### config.mk
export PLATFORM = sky130hd
export DESIGN_NAME = cic_decim
export DESIGN_NICKNAME = d
export VERILOG_FILES = /design/src/rtl/cic_pkg.sv /design/src/rtl/cic_ctrl.sv /design/src/rtl/cic_integ_chain.sv /design/src/rtl/cic_comb_chain.sv /design/src/rtl/cic_rescale.sv /design/src/rtl/cic_decim.sv
export SDC_FILE = /design/constraint.sdc
export NUM_CORES = 2
export LEC_CHECK = 0
export ABC_AREA = 1
export CAP_MARGIN = 0
export CORE_ASPECT_RATIO = 0.75
export CORE_MARGIN = 2
export CORE_UTILIZATION = 40
export CTS_BUF_LIST = sky130_fd_sc_hd__clkbuf_8
export DETAILED_ROUTE_END_ITERATION = 6
export PLACE_DENSITY = 0.56
export SKIP_CTS_REPAIR_TIMING = 1
export SLEW_MARGIN = 20
export SYNTH_ARGS = -nofsm -noshare
export SYNTH_HDL_FRONTEND = slang
export SYNTH_SLANG_ARGS = --single-unit
export TNS_END_PERCENT = 1
### constraint.sdc
create_clock -name clk -period 30.8 [get_ports clk]
set_input_delay 4.62 -clock clk [delete_from_list [all_inputs] [get_ports clk]]
set_output_delay 4.62 -clock clk [all_outputs]
set_load 0.005 [all_outputs]
### src/rtl/cic_pkg.sv
package cic_pkg;
    typedef enum logic [1:0] {
        S_FLUSH = 2'd0,
        S_RUN   = 2'd1,
        S_FAULT = 2'd2
    } ctrl_state_e;

    localparam int BYPASS_SHIFT = 45;
    localparam int MIN_LOAD     = 4;
endpackage

### src/rtl/cic_ctrl.sv
module cic_ctrl
    import cic_pkg::*;
#(
    parameter int CNT_W = 8,
    parameter int CFG_W = 18
) (
    input  logic             clk,
    input  logic             rst_n,
    input  logic [CFG_W-1:0] cfg_word,
    input  logic [CNT_W-1:0] ratio,
    input  logic             cplx,
    input  logic             en_first,
    output logic             clear,
    output logic             run,
    output logic             terminal,
    output logic             rate_err
);
    localparam int LW = CNT_W + 1;

    ctrl_state_e      state, state_n;
    logic [CFG_W-1:0] cfg_q;
    logic [LW-1:0]    load, cnt;
    logic             chg, too_fast;

    assign chg      = (cfg_word != cfg_q);
    assign load     = cplx ? {ratio, 1'b0} : {1'b0, ratio};
    assign too_fast = (load < LW'(MIN_LOAD));

    always_ff @(posedge clk) begin
        if (!rst_n) state <= S_FLUSH;
        else        state <= state_n;
    end

    always_comb begin
        state_n = state;
        unique case (state)
            S_FLUSH: state_n = too_fast ? S_FAULT : S_RUN;
            S_RUN:   state_n = S_RUN;
            S_FAULT: state_n = S_FAULT;
            default: state_n = S_FLUSH;
        endcase
        if (chg) state_n = S_FLUSH;
    end

    always_comb begin
        clear    = chg || (state != S_RUN);
        run      = !chg && (state == S_RUN);
        rate_err = (state == S_FAULT);
        terminal = run && en_first && (cnt == LW'(1));
    end

    always_ff @(posedge clk) begin
        if (!rst_n) begin
            cfg_q <= '0;
            cnt   <= '0;
        end else begin
            cfg_q <= cfg_word;
            if (clear)
                cnt <= load;
            else if (en_first)
                cnt <= (cnt == LW'(1)) ? load : cnt - LW'(1);
        end
    end

    // while running the counter stays inside its reload window
    a_r6_cnt_range: assert property (@(posedge clk) disable iff (!rst_n)
        run |-> (cnt >= LW'(1) && cnt <= load));

    // a fault is only held for a too-fast setting
    a_r7_fault_reason: assert property (@(posedge clk) disable iff (!rst_n)
        (state == S_FAULT && !chg) |-> too_fast);

    // a configuration change always enters the flush state
    a_r8_flush_on_change: assert property (@(posedge clk) disable iff (!rst_n)
        chg |=> (state == S_FLUSH));
endmodule

### src/rtl/cic_integ_chain.sv
module cic_integ_chain #(
    parameter int ACC_W = 61,
    parameter int N_MAX = 5,
    parameter int ORD_W = 3
) (
    input  logic                    clk,
    input  logic                    rst_n,
    input  logic                    clear,
    input  logic                    run,
    input  logic                    en_first,
    input  logic                    en_rest,
    input  logic [ORD_W-1:0]        order,
    input  logic signed [ACC_W-1:0] x,
    output logic signed [ACC_W-1:0] tap
);
    logic signed [ACC_W-1:0] acc [N_MAX];
    logic signed [ACC_W-1:0] nxt [N_MAX];
    logic signed [ACC_W-1:0] t   [N_MAX+1];

    assign t[0] = x;

    for (genvar i = 0; i < N_MAX; i++) begin : g_stage
        logic signed [ACC_W-1:0] s_in;
        logic                    s_en;
        if (i == 0) begin : g_head
            assign s_in = x;
            assign s_en = en_first;
        end else begin : g_tail
            assign s_in = acc[i-1];
            assign s_en = en_rest;
        end
        assign nxt[i]  = s_en ? acc[i] + s_in : acc[i];
        assign t[i+1]  = nxt[i];
    end

    assign tap = t[order];

    always_ff @(posedge clk) begin
        for (int i = 0; i < N_MAX; i++) begin
            if (!rst_n || clear) acc[i] <= '0;
            else if (run)        acc[i] <= nxt[i];
        end
    end

    // the first integrator holds when its enable is low
    a_r5_first_hold: assert property (@(posedge clk) disable iff (!rst_n)
        (run && !en_first) |=> (acc[0] == $past(acc[0])));

    // the second integrator holds when the shared enable is low
    a_r5_rest_hold: assert property (@(posedge clk) disable iff (!rst_n)
        (run && !en_rest) |=> (acc[1] == $past(acc[1])));
endmodule

### src/rtl/cic_comb_chain.sv
module cic_comb_chain #(
    parameter int ACC_W = 61,
    parameter int N_MAX = 5,
    parameter int ORD_W = 3
) (
    input  logic                    clk,
    input  logic                    rst_n,
    input  logic                    clear,
    input  logic                    step,
    input  logic [ORD_W-1:0]        order,
    input  logic signed [ACC_W-1:0] x,
    output logic signed [ACC_W-1:0] y
);
    logic signed [ACC_W-1:0] dly [N_MAX];
    logic signed [ACC_W-1:0] v   [N_MAX+1];

    assign v[0] = x;
    for (genvar i = 0; i < N_MAX; i++) begin : g_diff
        assign v[i+1] = v[i] - dly[i];
    end

    assign y = v[order];

    always_ff @(posedge clk) begin
        for (int i = 0; i < N_MAX; i++) begin
            if (!rst_n || clear) dly[i] <= '0;
            else if (step)       dly[i] <= v[i];
        end
    end
endmodule

### src/rtl/cic_rescale.sv
module cic_rescale #(
    parameter int ACC_W = 61,
    parameter int OUT_W = 16,
    parameter int SH_W  = 6,
    parameter int PRE   = 45
) (
    input  logic signed [ACC_W-1:0] acc,
    input  logic [SH_W-1:0]         shift,
    output logic [OUT_W-1:0]        y
);
    logic signed [ACC_W+PRE-1:0] ext;

    assign ext = {acc, {PRE{1'b0}}};
    assign y   = OUT_W'(ext >>> shift);
endmodule

### src/rtl/cic_decim.sv
module cic_decim
    import cic_pkg::*;
#(
    parameter int IN_W  = 16,
    parameter int OUT_W = 16,
    parameter int CNT_W = 8,
    parameter int N_MAX = 5,
    parameter int SH_W  = 6
) (
    input  logic                   clk,
    input  logic                   rst_n,
    input  logic [2:0]             cfg_order,
    input  logic [SH_W-1:0]        cfg_shift,
    input  logic [CNT_W-1:0]       cfg_ratio,
    input  logic                   cfg_cplx,
    input  logic [IN_W-1:0]        din,
    input  logic                   en_first,
    input  logic                   en_rest,
    output logic [OUT_W-1:0]       dout,
    output logic                   dout_valid,
    output logic                   rate_err
);
    localparam int ACC_W = IN_W + N_MAX * (CNT_W + 1);
    localparam int ORD_W = 3;
    localparam int CFG_W = 1 + CNT_W + SH_W + ORD_W;

    logic [ORD_W-1:0]        ord;
    logic signed [ACC_W-1:0] x_ext, integ_tap, comb_out;
    logic [OUT_W-1:0]        scaled;
    logic                    clear, run, terminal;

    assign ord   = (cfg_order > ORD_W'(N_MAX)) ? ORD_W'(N_MAX) : cfg_order;
    assign x_ext = {{(ACC_W-IN_W){din[IN_W-1]}}, din};

    cic_ctrl #(.CNT_W(CNT_W), .CFG_W(CFG_W)) u_ctrl (
        .clk      (clk),
        .rst_n    (rst_n),
        .cfg_word ({cfg_cplx, cfg_ratio, cfg_shift, cfg_order}),
        .ratio    (cfg_ratio),
        .cplx     (cfg_cplx),
        .en_first (en_first),
        .clear    (clear),
        .run      (run),
        .terminal (terminal),
        .rate_err (rate_err)
    );

    cic_integ_chain #(.ACC_W(ACC_W), .N_MAX(N_MAX), .ORD_W(ORD_W)) u_integ (
        .clk      (clk),
        .rst_n    (rst_n),
        .clear    (clear),
        .run      (run),
        .en_first (en_first),
        .en_rest  (en_rest),
        .order    (ord),
        .x        (x_ext),
        .tap      (integ_tap)
    );

    cic_comb_chain #(.ACC_W(ACC_W), .N_MAX(N_MAX), .ORD_W(ORD_W)) u_comb (
        .clk   (clk),
        .rst_n (rst_n),
        .clear (clear),
        .step  (terminal),
        .order (ord),
        .x     (integ_tap),
        .y     (comb_out)
    );

    cic_rescale #(.ACC_W(ACC_W), .OUT_W(OUT_W), .SH_W(SH_W), .PRE(BYPASS_SHIFT)) u_rescale (
        .acc   (comb_out),
        .shift (cfg_shift),
        .y     (scaled)
    );

    always_ff @(posedge clk) begin
        if (!rst_n) begin
            dout       <= '0;
            dout_valid <= 1'b0;
        end else begin
            dout_valid <= terminal;
            if (terminal) dout <= scaled;
        end
    end

    // strobes are never back to back
    a_r10_valid_spacing: assert property (@(posedge clk) disable iff (!rst_n)
        dout_valid |=> !dout_valid);

    // no output while the rate fault is raised
    a_r7_silent_fault: assert property (@(posedge clk) disable iff (!rst_n)
        rate_err |-> !dout_valid);
endmodule

# [After elaboration in Yosys (flattened, before gate mapping)]
# Memories as Yosys holds them, arrays and structs flattened.
# Cells that the tools add are included.
[totals] ff_bits=46 memories=2 output_inout_bits=18 ramBits=610
[classes] n_shift=1 eq_ne=5 n_lt_le_gt_ge=3 n_bitwise=12 reduce_logical=10 mux=36 addsub=11
[mem_list] memory="u_comb.dly" words=5 width=61 rd=5 rd_clocked_by_memory_dff=0 wr=5 line_no="cic_comb_chain.sv:14" rtl="logic signed [ACC_W-1:0] dly [N_MAX];"
[mem_list] memory="u_integ.acc" words=5 width=61 rd=5 rd_clocked_by_memory_dff=0 wr=5 line_no="cic_integ_chain.sv:16" rtl="logic signed [ACC_W-1:0] acc [N_MAX];"
[ops] op="61-bit 2-to-1 mux" n=19
[ops] op="61-bit binary-select mux with 3-bit select" n=2
[ops] op="61-bit subtractor" n=5
[ops] op="61-bit adder" n=4
[ops] op="106-bit by 6-bit >>> shifter with 16-bit output" n=1
[ops] op="61-bit by 16-bit adder with 61-bit output" n=1
[ops] op="9-bit 2-to-1 mux" n=4
[ops] op="18-bit inequality test" n=1
[ops] op="1-bit OR" n=10
[ops] op="9-bit by 1-bit equality test with 1-bit output (second input constant)" n=1
[ops] op="9-bit by 3-bit < comparator with 1-bit output (second input constant)" n=1
[ops] op="9-bit by 1-bit subtractor with 9-bit output (second input constant)" n=1
[ops] op="1-bit 2-to-1 mux" n=8
[ops] op="2-bit case mux with 3 select lines" n=1
[ops] op="4-bit >= comparator (second input constant)" n=1
[ops] op="3-bit NOT with 4-bit output" n=1
[ops] op="3-bit > comparator (second input constant)" n=1
[ops] op="1-bit logical AND" n=3
[ops] op="3-bit 2-to-1 mux" n=1
[ops] op="2-bit by 1-bit equality test with 1-bit output (second input constant)" n=1
[ops] op="2-bit equality test (second input constant)" n=1
[ops] op="1-bit logical NOT" n=2
[ops] op="2-bit logical NOT" n=1
[ops] op="1-bit logical OR" n=2
[ops] op="5 further kinds" n=5

# [Logic depth before layout (Yosys ltp)]
[logic_depth] word_depth=15 depth_mapped=79 depth_no_buf=79

# [Hierarchy]
# A second synthesis with hierarchy kept.
[hier_totals] cells_unflattened=13104 hier_area_um2=80234.5
[by_module_without_submodules] mod="cic_integ_chain" seq_area_each_um2=9158.8 area_each_um2=41501.1 cells_per_inst=7048 instances=1
[by_module_without_submodules] mod="cic_comb_chain" seq_area_each_um2=9158.8 area_each_um2=34310.4 cells_per_inst=5211 instances=1
[by_module_without_submodules] mod="cic_ctrl" seq_area_each_um2=580.6 area_each_um2=1999.4 cells_per_inst=352 instances=1
[by_module_without_submodules] mod="cic_rescale" seq_area_each_um2=0.0 area_each_um2=1682.9 cells_per_inst=384 instances=1
[by_module_without_submodules] mod="cic_decim" seq_area_each_um2=340.3 area_each_um2=740.7 cells_per_inst=109 instances=1

# [Worst setup path after synthesis]
# OpenSTA, ideal clock, no wires.
[synth_timing] path_type="input port to flip-flop" from="in en_first" to="mem u_comb.dly[0][0] (enable)" arrival_time_ps=17846 path_slack_ps=12019 cell_stages=7 required_time_ps=29865 setup_time_ps=935 n_path_buf=5 cell_sequence="buf_2 clkbuf_1 clkbuf_1 clkbuf_1 nor2_1 clkbuf_1 o21ai_0"
[synth_rtl] item="start: declaration" line_no="cic_decim.sv:17" rtl="input logic en_first,"
[synth_rtl] item="end: declaration" line_no="cic_comb_chain.sv:14"

==> results.toml <==
[status]
status = "complete, no violations"

[synth]
synth-edff-count = 340
async_flop_share = 0
synth.avg_cell_area_um2 = 6.81
syn_area_um2 = 40000
ys.flop_type = "edfxtp_1"
post_synth_num_cell_types = 74
synth.top_cell.area_share = 0.255
synth_area_leader_cell = "edfxtp_1"
ys_ff_latch = 386
synth_cells = 5874
ys_warn_count = 0
synth_area_leaders = "edfxtp_1, nand2_1, ha_1"
ys_seq_area_frac = 0.278

[drt]
topRoutingLayerUsed = "met4"
wl_met3_um = 14200
vias = 40300
ant_nets = 0
met1_length_um = 77000
routed-wl-met2_um = 52400
dr.first_iter.drc_count = 4916
drt-pass1-iter-count = 7
routed_wl_um = 146000
viasPerCell = 5.43
drc = 0
wl_per_cell_um = 19.6

[floorplan]
fp-row-count = 100
die_h_um = 278
core_area_um2 = 99200
die_width_um = 369
dieArea_um2 = 103000
start_util = 0.403
io_pins = 56

[global_route]
grt-ovfl-total = 0
grt_pass1_wl_um = 221000
grt_max_degree = 101
first_global_vias = 36000
antenna_found_initial = 4
grt_usage = 0.279

[worst_setup_path]
slowest_stage = "buf_4"
cp_common_cell = "nand2_1"
worstSetupPathType = "primary input to flip-flop"
critical_path_required_ns = 31.41
max_stage_delay_ns = 0.76
crit_path_start_kind = "primary input"
worstPathArrival_ns = 18.32
endpoint_kind = "flip-flop"
critPathMaxFanout = 84

[clock_tree]
root_buffer = "clkbuf_8"
path_clk_slew_ns = 0.06
numCtsBuffers = 79
cts_tree = "yes"
cts.path.max_buffers = 3
cts_num_sinks = 386
clock_latency_ns = 0.77
h-tree-depth = 3

[place]
placed_cells = 7271
hpwl_um = 114000
portBuffers = 55
pre_cts_slack_ns = 12.84
gp_congestion = 0.977

[timing]
rsz0062_at_grt = "false"
setup_viol = 0
slew-limit-headroom = 0.217
holdWs_ns = 0.452
setup_slack_ns = 13.09
slew_viol_final = 0
finalSetupTns_ns = 0
fin_skew_ns = 0.0468
fmax_mhz = 56.5
min_period_over_period = 0.575
hold_viol_final = 0
worst_pin_slew_ns = 1.16
period_needed_ns = 17.71

[layout]
layout_commonest_cell = "nand2_1"
final_cell_mix = "nand2_1, inv_1, nor2_1, nand3_1, a21oi_1"
multi_input_area_um2 = 25700
area_delta_synth_final_pct = 9.63
n_fill_cell = 10500
nNetsFinal = 6406
ff_latch_area_um2 = 11100
postLayoutCoreUtil = 0.442
final_cells = 7416
drive_gt1_frac = 0.0603

[flow_run]
maxCapViolCount = 0

[power]
ir_worst_vdd_uv = 148
p_leak_nw = 20.4
power.density_nw_per_um2 = 98.7

[worst_hold_path]
hp-class = "flip-flop to flip-flop"
==> final timing paths <==
check / end / start / slack, ns / cells after the start
hold / removal: u_ctrl.state[1] / u_ctrl.state[0] / 0.45 / 1
setup reg to reg: dout[11] / u_integ.acc[2][0] / 18.08 / 58
setup / recovery: dout[11] / cfg_order[0] / 13.09 / 58
hold reg to reg: u_ctrl.state[1] / u_ctrl.state[0] / 0.45 / 1
==> flip-flops by register name, indices dropped and copies added, names as in the netlist <==
name / cells
u_comb.dly: 170
u_integ.acc: 170
u_ctrl.cfg_q: 18
dout: 16
u_ctrl.cnt: 9
u_ctrl.state: 2
dout_valid: 1
==> final cells by class <==
type,instances,share of cell area
Antenna cell,6,0.000342
Clock inverter,54,0.00842
Sequential cell,386,0.254
Inverter,823,0.0708
Clock buffer,85,0.0267
Tap cell,1326,0.0378
Multi-Input combinational cell,4653,0.585
Timing Repair Buffer,83,0.0171
==> worst max-delay path: cells and delay by family <==
kind	cells	cell delay, ns
XOR/XNOR	4	1.47
AO/OA/AOI/OAI	14	3.48
AND/OR/NAND/NOR	26	3.91
buffers and inverters	9	2.94
adder cells (fa/ha/maj)	5	1.73
==> Yosys cell counts, drive strengths merged (83+ instances only) <==
master and instances:
a21oi 452, buf 89, o21ai 492, xnor2 84, clkbuf 92, nand3 502, inv 816, nand2 1249
xor2 113, ha 332, nor2 689, or2 106, o211ai 83, edfxtp 340
==> report_power, final <==
part	internal, W	leakage [nW]	switching (W)
combinational	0.00104	15.3	0.00214
clock	0.000296	0.849	0.000271
sequential	0.000575	4.23	0.0000136
==> per-layer routing <==
metal / GRT usage / vias up
met5: 0 / -
met4: 0.0450 / 0
met3: 0.0549 / 139
met2: 0.355 / 1599
met1: 0.470 / 18700
li1: - / 19900
==> kinds of logic (layout without fill, tap and decap cells) <==
logic type | count (synthesis) | in the layout | synth area share
compound gates | 1237 | 1237 | 0.179
other cells | 1 | 176 | 0.0000937
fa+ha+maj | 342 | 342 | 0.109
buf+inv | 1004 | 1045 | 0.0971
xor+xnor | 197 | 197 | 0.0437
flops | 386 | 386 | 0.278
mux | 17 | 17 | 0.00425
simple gates | 2690 | 2690 | 0.289
==> metrics by stage <==
step           area [um^2]  power, W
6_report             43900   0.00433
5_1_grt              43900   0.00472
2_1_floorplan        40600   0.00281
3_3_place_gp         42300   0.00369
3_5_place_dp         42300   0.00366
4_1_cts              43800   0.00425
Power figures use the tool's default switching activity.
